===== src/rtl/rrc_pkg.sv =====
package rrc_pkg;
    localparam int REQ_W = 4;
    localparam logic [REQ_W-1:0] MUBI4_TRUE  = 4'h6;
    localparam logic [REQ_W-1:0] MUBI4_FALSE = 4'h9;

    localparam int CAUSE_POR     = 0;
    localparam int CAUSE_LPE     = 1;
    localparam int CAUSE_SW      = 2;
    localparam int CAUSE_HW_BASE = 3;

    typedef enum logic {
        SEL_REQ   = 1'b0,
        SEL_CAUSE = 1'b1
    } rrc_sel_e;
endpackage


===== src/rtl/rrc_req_reg.sv =====
module rrc_req_reg
    import rrc_pkg::*;
(
    input  logic             clk_i,
    input  logic             rst_ni,
    input  logic             wr_en_i,
    input  logic [REQ_W-1:0] wr_data_i,
    input  logic             done_i,
    output logic [REQ_W-1:0] field_o,
    output logic [REQ_W-1:0] req_o,
    output logic             is_true_o
);
    typedef struct packed {
        logic [REQ_W-1:0] field;
    } req_state_t;

    req_state_t s_d, s_q;

    always_comb begin
        s_d = s_q;
        if (done_i) begin
            s_d.field = MUBI4_FALSE;
        end else if (wr_en_i) begin
            s_d.field = wr_data_i;
        end
    end

    always_ff @(posedge clk_i or negedge rst_ni) begin
        if (!rst_ni) begin
            s_q.field <= MUBI4_FALSE;
        end else begin
            s_q <= s_d;
        end
    end

    assign field_o   = s_q.field;
    assign is_true_o = (s_q.field == MUBI4_TRUE);
    assign req_o     = is_true_o ? MUBI4_TRUE : MUBI4_FALSE;


    done_clears_chk: assert property (@(posedge clk_i) disable iff (!rst_ni)
        done_i |=> (field_o == MUBI4_FALSE && req_o == MUBI4_FALSE));


    write_stores_chk: assert property (@(posedge clk_i) disable iff (!rst_ni)
        (wr_en_i && !done_i) |=> (field_o == $past(wr_data_i)));


    no_false_req_chk: assert property (@(posedge clk_i) disable iff (!rst_ni)
        (wr_en_i && !done_i && wr_data_i != MUBI4_TRUE) |=> (req_o == MUBI4_FALSE));
endmodule


===== src/rtl/rrc_cause_reg.sv =====
module rrc_cause_reg
    import rrc_pkg::*;
#(
    parameter int NUM_HW  = 5,
    localparam int CW     = CAUSE_HW_BASE + NUM_HW
) (
    input  logic              clk_i,
    input  logic              rst_ni,
    input  logic              clr_en_i,
    input  logic [CW-1:0]     clr_data_i,
    input  logic              done_i,
    input  logic              por_i,
    input  logic              lpe_i,
    input  logic              sw_i,
    input  logic [NUM_HW-1:0] hw_i,
    output logic [CW-1:0]     cause_o
);
    localparam logic [CW-1:0] CAUSE_RST = CW'(1) << CAUSE_POR;

    typedef struct packed {
        logic [CW-1:0] cause;
    } cause_state_t;

    cause_state_t s_d, s_q;
    logic [CW-1:0] set_vec;
    logic [CW-1:0] clr_vec;

    assign set_vec[CAUSE_POR] = done_i & por_i;
    assign set_vec[CAUSE_LPE] = done_i & lpe_i;
    assign set_vec[CAUSE_SW]  = done_i & sw_i;

    for (genvar g = 0; g < NUM_HW; g++) begin : g_hw_set
        assign set_vec[CAUSE_HW_BASE + g] = done_i & hw_i[g];


        hw_bit_set_chk: assert property (@(posedge clk_i) disable iff (!rst_ni)
            (done_i && hw_i[g]) |=> cause_o[CAUSE_HW_BASE + g]);
    end

    assign clr_vec = clr_en_i ? clr_data_i : '0;

    always_comb begin
        s_d = s_q;
        s_d.cause = (s_q.cause & ~clr_vec) | set_vec;
    end

    always_ff @(posedge clk_i or negedge rst_ni) begin
        if (!rst_ni) begin
            s_q.cause <= CAUSE_RST;
        end else begin
            s_q <= s_d;
        end
    end

    assign cause_o = s_q.cause;


    sw_bit_set_chk: assert property (@(posedge clk_i) disable iff (!rst_ni)
        (done_i && sw_i) |=> cause_o[CAUSE_SW]);


    no_set_without_done_chk: assert property (@(posedge clk_i) disable iff (!rst_ni)
        !done_i |=> ((cause_o & ~$past(cause_o)) == '0));


    clear_takes_chk: assert property (@(posedge clk_i) disable iff (!rst_ni)
        (clr_en_i && !done_i) |=> ((cause_o & $past(clr_data_i)) == '0));


    sticky_chk: assert property (@(posedge clk_i) disable iff (!rst_ni)
        !clr_en_i |=> ((~cause_o & $past(cause_o)) == '0));
endmodule


===== src/rtl/rst_cause_rec.sv =====
module rst_cause_rec
    import rrc_pkg::*;
#(
    parameter int NUM_HW_REQ = 5,
    localparam int CAUSE_W   = CAUSE_HW_BASE + NUM_HW_REQ
) (
    input  logic                  clk_i,
    input  logic                  rst_ni,
    input  logic                  wr_en_i,
    input  logic                  wr_sel_i,
    input  logic [CAUSE_W-1:0]    wr_data_i,
    input  logic                  por_i,
    input  logic                  lpe_i,
    input  logic                  rst_done_i,
    input  logic [NUM_HW_REQ-1:0] hw_req_i,
    output logic [REQ_W-1:0]      sw_rst_req_o,
    output logic [REQ_W-1:0]      req_field_o,
    output logic [CAUSE_W-1:0]    cause_o
);
    rrc_sel_e sel;
    logic     req_wr;
    logic     cause_clr;
    logic     sw_true;

    assign sel       = rrc_sel_e'(wr_sel_i);
    assign req_wr    = wr_en_i && (sel == SEL_REQ);
    assign cause_clr = wr_en_i && (sel == SEL_CAUSE);

    rrc_req_reg u_req (
        .clk_i     (clk_i),
        .rst_ni    (rst_ni),
        .wr_en_i   (req_wr),
        .wr_data_i (wr_data_i[REQ_W-1:0]),
        .done_i    (rst_done_i),
        .field_o   (req_field_o),
        .req_o     (sw_rst_req_o),
        .is_true_o (sw_true)
    );

    rrc_cause_reg #(.NUM_HW(NUM_HW_REQ)) u_cause (
        .clk_i      (clk_i),
        .rst_ni     (rst_ni),
        .clr_en_i   (cause_clr),
        .clr_data_i (wr_data_i),
        .done_i     (rst_done_i),
        .por_i      (por_i),
        .lpe_i      (lpe_i),
        .sw_i       (sw_true),
        .hw_i       (hw_req_i),
        .cause_o    (cause_o)
    );


    set_beats_clear_chk: assert property (@(posedge clk_i) disable iff (!rst_ni)
        (rst_done_i && cause_clr && hw_req_i[0]) |=> cause_o[CAUSE_HW_BASE]);
endmodule


===== config.mk =====
export PLATFORM = sky130hd
export DESIGN_NAME = rst_cause_rec
export DESIGN_NICKNAME = d
export VERILOG_FILES = /design/src/rtl/rrc_pkg.sv /design/src/rtl/rrc_req_reg.sv /design/src/rtl/rrc_cause_reg.sv /design/src/rtl/rst_cause_rec.sv
export SDC_FILE = /design/constraint.sdc
export NUM_CORES = 1
export LEC_CHECK = 0
export BUFFER_PORTS_ARGS = -buffer_cell sky130_fd_sc_hd__buf_2
export CAP_MARGIN = 5
export CORE_MARGIN = 2
export CORE_UTILIZATION = 25
export CTS_CLUSTER_DIAMETER = 80
export DETAILED_ROUTE_END_ITERATION = 10
export SYNTH_ARGS = -nofsm -noshare
export SYNTH_HDL_FRONTEND = slang
export SYNTH_HIERARCHICAL = 1
export SYNTH_SLANG_ARGS = --single-unit

===== constraint.sdc =====
create_clock -name clk_i -period 2.69 [get_ports clk_i]
set_clock_uncertainty 0.05 [all_clocks]
set_input_delay 0.4035 -clock clk_i [delete_from_list [all_inputs] [get_ports clk_i]]
set_output_delay 0.4035 -clock clk_i [all_outputs]
set_load 0.01 [all_outputs]

# Yosys cells after proc, flatten, opt, wreduce, memory -nomap -nowiden
# Index checks and enable logic that the tools add are counted.
totals:
  regBits: 12
  inputBits: 20
  out_inout_bits: 16
  wordCells: 22
classes:
  n_eq_ne: 1
  muxes: 4
  bitwise_logic: 12
  n_reduce_logical: 3
op_table:
  columns: ["operator", "count"]
  rows:
  - ["$mux W4", 3]
  - ["$and A1 B1 Y1", 8]
  - ["$and A8 B8 Y8", 1]
  - ["$mux W8", 1]
  - ["$not A8 Y8", 1]
  - ["$or A8 B8 Y8", 1]
  - ["$eq A4 B3 Y1 const B", 1]
  - ["$logic_and A1 B1 Y1", 2]
  - ["$reduce_bool A2 Y1", 1]
  - ["$not A1 Y1", 1]

# Depth between registers and ports, before layout
# Gate-level depths: netlist (run 1).
depth:
  depth_word: 5
  ltp_mapped: 4
  ltp_nobuf: 3

# Modules after synthesis
# The synthesis (run 1) kept the hierarchy.
modules_own_cells:
  columns: ["mod", "n_inst", "cells_per_inst", "area_each_um2", "seq_area_each_um2"]
  rows:
  - ["rrc_cause_reg", 1, 26, 320.3, 201.4]
  - ["rrc_req_reg", 1, 17, 198.9, 102.6]
  - ["rst_cause_rec", 1, 2, 16.3, 0.0]

# Least setup slack after synthesis (run 1)
# Ideal clock, no wire load.
synth_timing:
  path_kind: "register to output"
  from: "reg u_req.s_q, in the netlist u_req/field_o[3]"
  to: "out sw_rst_req_o[3]"
  t_arrival_ps: 1035
  t_required_ps: 2237
  path_slack_ps: 1202
  path_stages_with_launch: 4
  n_path_buf: 1
  cell_sequence: "dfstp_2 and4bb_2 inv_1 buf_4"
synth_between:
  elab_chain_cells: 2
synth_lines:
  columns: ["element", "line_no", "rtl"]
  rows:
  - ["start: declaration", "rrc_req_reg.sv:17", "req_state_t s_d, s_q;"]
  - ["$eq A4 B3 Y1", "rrc_req_reg.sv:37", "assign is_true_o = (s_q.field == MUBI4_TRUE);"]
  - ["named net sw_true", "rst_cause_rec.sv:23", "logic sw_true;"]
  - ["$mux W4", "rrc_req_reg.sv:38", "assign req_o = is_true_o ? MUBI4_TRUE : MUBI4_FALSE;"]
  - ["end: declaration", "rst_cause_rec.sv:16", "output logic [REQ_W-1:0] sw_rst_req_o,"]
# The timed path passes the listed nets, and every way through them passes these cells.

# Final worst setup path (run 1)
layout_timing:
  from: "reg u_req.s_q, in the netlist u_req/field_o[3]"
  to: "out sw_rst_req_o[0]"
layout_between:
  elab_chain_cells: 2
layout_lines:
  columns: ["element", "line_no"]
  rows:
  - ["$eq A4 B3 Y1", "rrc_req_reg.sv:37"]
  - ["$mux W4", "rrc_req_reg.sv:38"]
# Every way passes these cells.

==> impl_metrics.csv, run 1 <==
group,metric,value,unit
logic_synthesis,synth_area_leaders,"dfrtp_1 (42%), dfstp_2 (15%), a22o_1 (13%)",
setup_path,start_kind,"register",
detailed_routing,vias,477,
setup_path,slowest_delay,540,ps
power_and_ir_drop,peakVddDrop,0.000182,V
layout,area_growth,40.4,%
logic_synthesis,syn_area,536,um^2
logic_synthesis,ys_ff_latch,12,
global_route,antenna_found_initial,0,
min_path,hold_class,"in -> reg",
detailed_routing,postRouteWirelength,1270,um
logic_synthesis,synth.distinct_cells,16,
timing,maxSlewHeadroom,0.810,
logic_synthesis,synth_top_cell_by_area,"dfrtp_1",
layout,nNetsFinal,101,
detailed_routing,drc,0,
setup_path,critPathBufInv,2,
timing,min_period,1720,ps
logic_synthesis,synth_edf_count,0,
global_route,grt_max_degree,13,
outcome,status,"finished, final reports clean",
detailed_routing,first_iter_violations,7,
global_route,grt_pass1_vias,444,
job,maxCapViolCount,0,
logic_synthesis,synth.yosys.seq_area_share,0.568,
clocking,htree_levels,1,
floorplanning,die_w,50.3,um
placement,port_buffers,35,
logic_synthesis,synthMostInstantiatedCell,"dfrtp_1",
floorplanning,rows,16,
logic_synthesis,synth_top_area_frac,0.421,
global_route,overflow,0,
layout,final_core_util,0.379,
detailed_routing,final_antenna_net_count,0,
logic_synthesis,synth_nets,65,
timing,finalMaxSlewViolations,0,
setup_path,crit_required,2240,ps
detailed_routing,via_per_inst,4.46,
power_and_ir_drop,power_density,558,nW/um^2
setup_path,critical_path.startpoint,"u_req/field_o[3]",
logic_synthesis,synth_commonest_cells,"dfrtp_1 (9), a22o_1 (8), nand2_1 (7)",
layout,drive_above_1_share,0.575,
setup_path,worst_r2r_endpoint,"u_cause/cause_o[2]",
global_route,grt_pass1_wl,2080,um
clocking,cts_sinks,12,
setup_path,crit_end,"sw_rst_req_o[0]",
global_route,grtUsageTotal,0.112,
clocking,clockBufferDepth,2,
logic_synthesis,syn-instance-count,45,
floorplanning,ios,36,
timing,finalHoldViolCount,0,
setup_path,rrSetupSlack,1500,ps
setup_path,cp_slowest_cell,"dfstp_2",
placement,dp_hpwl,968,um
setup_path,arrival,1260,ps
setup_path,path_cells,"and4bb_2, inv_1, buf_2",
detailed_routing,wl_per_cell,11.9,um
layout,num_antenna_cells,0,
logic_synthesis,avgSynthCellArea,11.9,um^2
setup_path,path_depth,3,
setup_path,cp_max_fo,4,
timing,max_freq,582,MHz
timing,min_period_over_period,0.638,
power_and_ir_drop,total_leakage_power,0.379,nW
timing,rsz0062_at_grt,"false",
logic_synthesis,synth_warnings,6,
timing,final-setup-viol-count,0,
floorplanning,initial_utilization,0.270,
clocking,clock_latency,270,ps
setup_path,crit_type,"reg -> out",
logic_synthesis,ys.flop_type,"dfrtp_1",
clocking,clk_pin_slew,80,ps
clocking,ctsResizeCount,0,
clocking,numCtsBuffers,3,
floorplanning,coreArea,1980,um^2
timing,fin_tns_setup,0,ps
clocking,cts_tree,"done",
placement,place.gp.congestion,0.752,
logic_synthesis,async_reset_ff_frac,1.00,
detailed_routing,first_pass_iters,4,
floorplanning,die_area,2530,um^2
setup_path,cp-end-kind,"output pin",
setup_path,r2r_start,"u_req/field_o[3]",
setup_path,reg2reg_depth,2,
timing,worst_pin_slew,285,ps
power_and_ir_drop,total_power,420,uW
setup_path,cpLargestDelayFamily,"flip-flops",
floorplanning,fp.dieH,50.3,um
clocking,root_buffer,"clkbuf_4",
## per-layer routing
layer / part of all wire / wire (um) / global-route usage / up-vias
li1: - / - / - / 225
met1: 0.44 / 565 / 0.148 / 230
met2: 0.47 / 594 / 0.162 / 20
met3: 0.075 / 95 / 0.0179 / 2
met4: 0.011 / 14 / 0.0833 / 0
met5: 0 / 0 / 0 / -
## sequential cells by signal, summed over array words and instances (netlist names)
name             count
u_cause/cause_o      8
u_req/field_o        4
## repair_timing
action | in CTS | in global routing
hold buffers | 1 | 0
endpoints found under the hold margin | 9 | 0
buffers inserted | 0 | 0
## cells by family after synthesis
family | share of synthesized area
compound gates | 0.164
buf+inv | 0.0794
flops | 0.568
mux | 0.0374
simple gates | 0.152
## report_power, final
part	switching, mW	total [mW]	internal [mW]
Sequential	0.00826	0.207	0.199
Clock	0.0602	0.142	0.0822
Combinational	0.0345	0.0708	0.0362
## how the worst min path moves through the flow
stage                      from            endpoint  cells after the start
detailed placement       rst_ni  u_cause/cause_o[5]                      1
finish              hw_req_i[2]  u_cause/cause_o[5]                      2
global placement         rst_ni  u_cause/cause_o[5]                      1
CTS                 hw_req_i[2]  u_cause/cause_o[5]                      2
floorplan                rst_ni  u_cause/cause_o[1]                      0
global route              lpe_i  u_cause/cause_o[1]                      2
## layout make-up
| type | instances | area [um^2] |
|---|---|---|
| clock buffer | 4 | 36.3 |
| fill | 209 | 1230 |
| inverter | 1 | 3.75 |
| multi-input combinational | 27 | 189 |
| timing repair buffer | 36 | 185 |
| tap | 27 | 33.8 |
| sequential | 12 | 304 |
## through the flow
step / std cells / worst slack, ps / hold slack, ps / cell area [um^2]
floorplan: 45 / 1200 / 57.9 / 536
finish: 107 / 973 / 310 / 752
CTS: 107 / 959 / 298 / 752
global placement: 102 / 1290 / 243 / 706
global route: 107 / 906 / 297 / 752
detailed placement: 102 / 1270 / 251 / 706
## cell usage in the layout (no fill, tap or decap)
cell and instances:
a22o_1 8, and2_2 1, dfrtp_1 9, dlygate4sd3_1 1
and4bb_2 1, mux2i_1 2, nand2_2 1, nand2_1 7
and2b_2 1, clkbuf_4 3, clkbuf_8 1, nor2_1 2
inv_1 1, nor2b_1 2, a211o_1 2, buf_2 35
dfstp_2 3
## worst reg2reg max path, stage by stage (launching register included)
cell and delay, ps:
dfstp_2 540, and4bb_2 270, a22o_1 230
(Power assumes the default switching activity.)
==> inputs of run 2 (changes only) <==
==> constraint.sdc (replaced) <==
create_clock -name clk_i -period 1.7 [get_ports clk_i]
set_clock_uncertainty 0.05 [all_clocks]
set_input_delay 0.255 -clock clk_i [delete_from_list [all_inputs] [get_ports clk_i]]
set_output_delay 0.255 -clock clk_i [all_outputs]
set_load 0.01 [all_outputs]
==> run 2 against run 1 <==
  * Total power rose by 47%
  * Register-to-register slack got worse by 990 ps
  * Clock-buffer cell count did not move
  * Final area fell by 1.3%
  * Final cell count did not move
  * Highest routed layer unchanged
  * Clock power rose by 25%
  * Non-clock buffer count did not move
  * Critical endpoint unchanged
==> impl_metrics.csv, run 2 (synthesized netlist as in run 1, its figures left out) <==
group,metric,value,unit
outcome,status,"finished, final reports clean",
placement,dp_hpwl,964,um
setup_path,cp_max_fo,4,
layout,multi_input_area,189,um^2
clocking,root_buffer,"clkbuf_4",
clocking,cts_sinks,12,
clocking,cts_tree,"done",
floorplanning,die_area,2530,um^2
floorplanning,fp.dieH,50.3,um
timing,hold_slack,163,ps
detailed_routing,postRouteWirelength,1270,um
clocking,clk_pin_slew,80,ps
floorplanning,coreArea,1980,um^2
clocking,clock_latency,260,ps
layout,nNetsFinal,101,
layout,layout_common_cells,"buf_2 (35), dfrtp_1 (9), a22o_1 (8)",
placement,place.gp.congestion,0.732,
clocking,clockBufferDepth,2,
power_and_ir_drop,switching_share,0.252,
setup_path,critical_path.startpoint,"u_req/field_o[3]",
timing,maxSlewHeadroom,0.814,
global_route,overflow,0,
power_and_ir_drop,total_leakage_power,0.373,nW
power_and_ir_drop,clkPwrFrac,0.288,
power_and_ir_drop,internal-power,462,uW
timing,worst_pin_slew,278,ps
timing,finalMaxSlewViolations,0,
setup_path,start_kind,"register",
power_and_ir_drop,peakVddDrop,0.000324,V
setup_path,reg2reg_depth,2,
power_and_ir_drop,power_density,832,nW/um^2
global_route,grt_max_degree,13,
floorplanning,die_w,50.3,um
setup_path,r2r_start,"u_req/field_o[3]",
layout,largest_register_ffs,8,
global_route,antenna_found_initial,0,
min_path,min-delay-start,"hw_req_i[2]",
detailed_routing,first_iter_violations,3,
clocking,ctsResizeCount,0,
setup_path,cp-end-kind,"output pin",
layout,drive_above_1_share,0.563,
clocking,numCtsBuffers,3,
timing,finalHoldViolCount,0,
detailed_routing,final_antenna_net_count,0,
detailed_routing,wl_per_cell,11.8,um
detailed_routing,vias,465,
clocking,post-cts-setup-buffers,0,
timing,max_freq,648,MHz
min_path,whs_path_depth,2,
detailed_routing,drc,0,
power_and_ir_drop,seqPwrFrac,0.531,
job,maxCapViolCount,0,
timing,final-setup-viol-count,0,
setup_path,crit_required,1390,ps
timing,min_period,1540,ps
layout,area_growth,38.6,%
layout,final_common_cell,"buf_2",
power_and_ir_drop,power_switching,155,uW
timing,fin_tns_setup,0,ps
setup_path,crit_type,"reg -> out",
timing,min_period_over_period,0.908,
floorplanning,ios,36,
layout,ff_latch_area,304,um^2
global_route,grt_pass1_vias,422,
timing,rsz0062_at_grt,"false",
global_route,grt_pass1_wl,2060,um
detailed_routing,first_pass_iters,4,
detailed_routing,via_per_inst,4.35,
floorplanning,initial_utilization,0.270,
setup_path,arrival,1240,ps
clocking,hold_buffers,1,
floorplanning,rows,16,
min_path,hold_class,"in -> reg",
layout,nFillCells,212,
layout,num_antenna_cells,0,
clocking,htree_levels,1,
power_and_ir_drop,comb_power_share,0.181,
global_route,grtUsageTotal,0.109,
placement,port_buffers,35,
[run 2: changes by cell type in the layout (fill, tap and decap cells not counted)]
cell / delta
clkbuf_1: +1
clkbuf_8: -1
[run 2: stage by stage]
step	cell area [um^2]	instances	setup WS (ps)	util	total power, mW
after detailed placement	706	102	436	0.356	0.444
after floorplan	536	45	360	-	0.385
final	742	107	157	0.374	0.617
after global routing	742	107	83.4	0.374	0.655
after global placement	706	102	452	0.356	0.442
after CTS	742	107	143	0.374	0.630
[run 2: per-layer routing]
metal  vias to the layer above  GRT usage  share of wire
met5                         -          0              0
met4                         0     0.0694          0.017
met3                         2     0.0149          0.069
met2                        20      0.151           0.45
met1                       217      0.158           0.46
li1                        226          -              -
[run 2: final cells by class]
type | instances | area share
Sequential cell | 12 | 0.410
Clock buffer | 4 | 0.0354
Timing Repair Buffer | 36 | 0.250
Inverter | 1 | 0.00506
Tap cell | 27 | 0.0455
Multi-Input combinational cell | 27 | 0.255
[run 2: path summary, 6_finish.rpt]
path	slack [ps]	to
max in group asynchronous	970	u_cause/cause_o[0]
max reg2reg	510	u_cause/cause_o[2]
min reg2reg	440	u_cause/cause_o[6]
max	160	sw_rst_req_o[0]
min in group asynchronous	350	u_cause/cause_o[5]
min	160	u_cause/cause_o[5]
[run 2: worst max-delay path, cell delays in order, from the launching register on]
cell,delay [ps]
dfstp_2,540
and4bb_2,260
inv_1,60
buf_2,120
[run 2: power by group through the flow]
stage	registers (mW)	logic (mW)	clock network [mW]
after floorplan	0.345	0.0405	0
after global placement	0.332	0.111	0
after detailed placement	0.332	0.112	0
after CTS	0.328	0.114	0.188
after global routing	0.331	0.123	0.201
final	0.328	0.111	0.178
==> inputs of run 3 (changes only) <==
--- a/config.mk
+++ b/config.mk
@@ -11,6 +11,7 @@
 export CORE_UTILIZATION = 25
 export CTS_CLUSTER_DIAMETER = 80
 export DETAILED_ROUTE_END_ITERATION = 10
+export GPL_TIMING_DRIVEN = 0
 export SYNTH_ARGS = -nofsm -noshare
 export SYNTH_HDL_FRONTEND = slang
 export SYNTH_HIERARCHICAL = 1
==> run 3 against run 2 <==
  * Wire length is 1.3% higher
  * Worst hold slack got worse by 7.3 ps
  * Register-to-register slack is essentially flat
  * Sequential share of layout area decreased by 2.8 points
  * Combinational power is 4% higher
  * First-iteration DRC count rose to 2.7 times the previous value
  * Clock-buffer cell count stayed put
  * Via count grew 5.6%
  * Global-route usage fell by 0.11 points
  * Die area did not move
  * Flip-flop and latch count is the same
  * Setup slack got worse by 98 ps
==> impl_metrics.csv, run 3 (synthesized netlist as in run 1, its figures left out) <==
group,metric,value,unit
power_and_ir_drop,peakVddDrop,0.000391,V
timing,min_period_over_period,0.965,
detailed_routing,final_antenna_net_count,0,
clocking,cts_sinks,12,
timing,worst_pin_slew,271,ps
clocking,clockBufferDepth,2,
timing,fin_tns_setup,0,ps
detailed_routing,wl_met3,103,um
detailed_routing,top_layer,"met3",
layout,layout_common_cells,"buf_2 (35), dfrtp_1 (9), a22o_1 (8)",
timing,final.setup.worst_slack,59.0,ps
power_and_ir_drop,total_power,670,uW
setup_path,cp_max_fo,4,
placement,dpl_worst_slack,324,ps
timing,finalHoldViolCount,0,
outcome,status,"finished, final reports clean",
timing,finalMaxSlewViolations,0,
global_route,grt_pass1_vias,447,
placement,port_buffers,35,
floorplanning,initial_utilization,0.270,
floorplanning,coreArea,1980,um^2
detailed_routing,drc,0,
detailed_routing,vias,491,
detailed_routing,via_per_inst,4.38,
layout,area_growth,48.8,%
floorplanning,fp.dieH,50.3,um
layout,num_antenna_cells,0,
min_path,hold_class,"in -> reg",
detailed_routing,first_pass_iters,4,
timing,min_period,1640,ps
layout,largest_register_ffs,8,
setup_path,arrival,1340,ps
power_and_ir_drop,total_leakage_power,0.408,nW
setup_path,crit_required,1390,ps
placement,place.gp.congestion,0.702,
detailed_routing,dr_wl_met2,610,um
clocking,clk_pin_slew,80,ps
setup_path,start_kind,"register",
global_route,grt_pass1_wl,2080,um
power_and_ir_drop,power_density,841,nW/um^2
global_route,antenna_found_initial,0,
clocking,clock_latency,260,ps
layout,final_common_cell,"buf_2",
layout,nNetsFinal,106,
detailed_routing,drt-met1-wl,571,um
job,maxCapViolCount,0,
floorplanning,die_w,50.3,um
floorplanning,rows,16,
clocking,htree_levels,1,
floorplanning,ios,36,
layout,drive_above_1_share,0.612,
clocking,numCtsBuffers,3,
timing,max_freq,609,MHz
clocking,root_buffer,"clkbuf_4",
detailed_routing,postRouteWirelength,1280,um
timing,maxSlewHeadroom,0.819,
timing,final-setup-viol-count,0,
floorplanning,die_area,2530,um^2
detailed_routing,first_iter_violations,8,
global_route,grtUsageTotal,0.108,
layout,final_core_util,0.402,
clocking,post-cts-setup-buffers,0,
detailed_routing,wl_per_cell,11.5,um
timing,rsz0062_at_grt,"false",
setup_path,crit_type,"reg -> out",
global_route,overflow,0,
clocking,cts_tree,"done",
global_route,grt_max_degree,13,
setup_path,cp-end-kind,"output pin",
run 3: cell types whose count changed in the layout (fill, tap and decap cells not counted):
cell	previous run	this run
clkbuf_8	0	1
inv_2	0	1
inv_1	1	0
buf_6	0	2
clkbuf_1	1	0
buf_4	0	3
run 3: routing by layer:
metal | vias up | global-route usage
met3 | 0 | 0.0208
met1 | 236 | 0.151
met4 | 0 | 0.0417
met2 | 22 | 0.164
met5 | - | 0
li1 | 233 | -
run 3: report_power, final:
part | internal, mW | total [mW] | switching (mW)
clock | 0.130 | 0.228 | 0.0977
combinational | 0.0604 | 0.115 | 0.0544
sequential | 0.314 | 0.328 | 0.0135
run 3: path summary, 6_finish.rpt:
kind	from	to	slack [ps]	cells after the start
worst max-delay path	u_req/field_o[0]	sw_rst_req_o[2]	60	3
max in group asynchronous	rst_ni	u_req/field_o[3]	990	2
worst max register to register	u_req/field_o[0]	u_cause/cause_o[2]	500	2
worst min register to register	u_cause/cause_o[6]	u_cause/cause_o[6]	450	1
min in group asynchronous	rst_ni	u_cause/cause_o[1]	330	2
worst min-delay path	hw_req_i[3]	u_cause/cause_o[6]	160	2
run 3: final cells by class:
| type | instances | area [um^2] |
|---|---|---|
| multi-input combinational | 27 | 189 |
| clock buffer | 4 | 36.3 |
| buffer | 5 | 38.8 |
| timing repair buffer | 36 | 191 |
| sequential | 12 | 304 |
| tap | 27 | 33.8 |
| fill | 210 | 1180 |
| inverter | 1 | 3.75 |
run 3: stage by stage:
stage               std cells  instance area, um^2  hold WS (ps)
floorplan                  45                  536         -90.6
global placement          107                  744          97.6
detailed placement        107                  744          99.1
CTS                       112                  791           151
global route              112                  797           152
finish                    112                  797           156
run 3: repair_timing:
item / CTS / global route
hold buffers: 1 / 0
setup endpoints to repair: 0 / 1
resized for setup: 0 / 2
hold endpoints to repair: 9 / 0
run 3: worst max-delay path, stage by stage (launching register included):
cell and delay, ps:
dfstp_2 540, and4bb_2 270, buf_4 130, buf_2 130
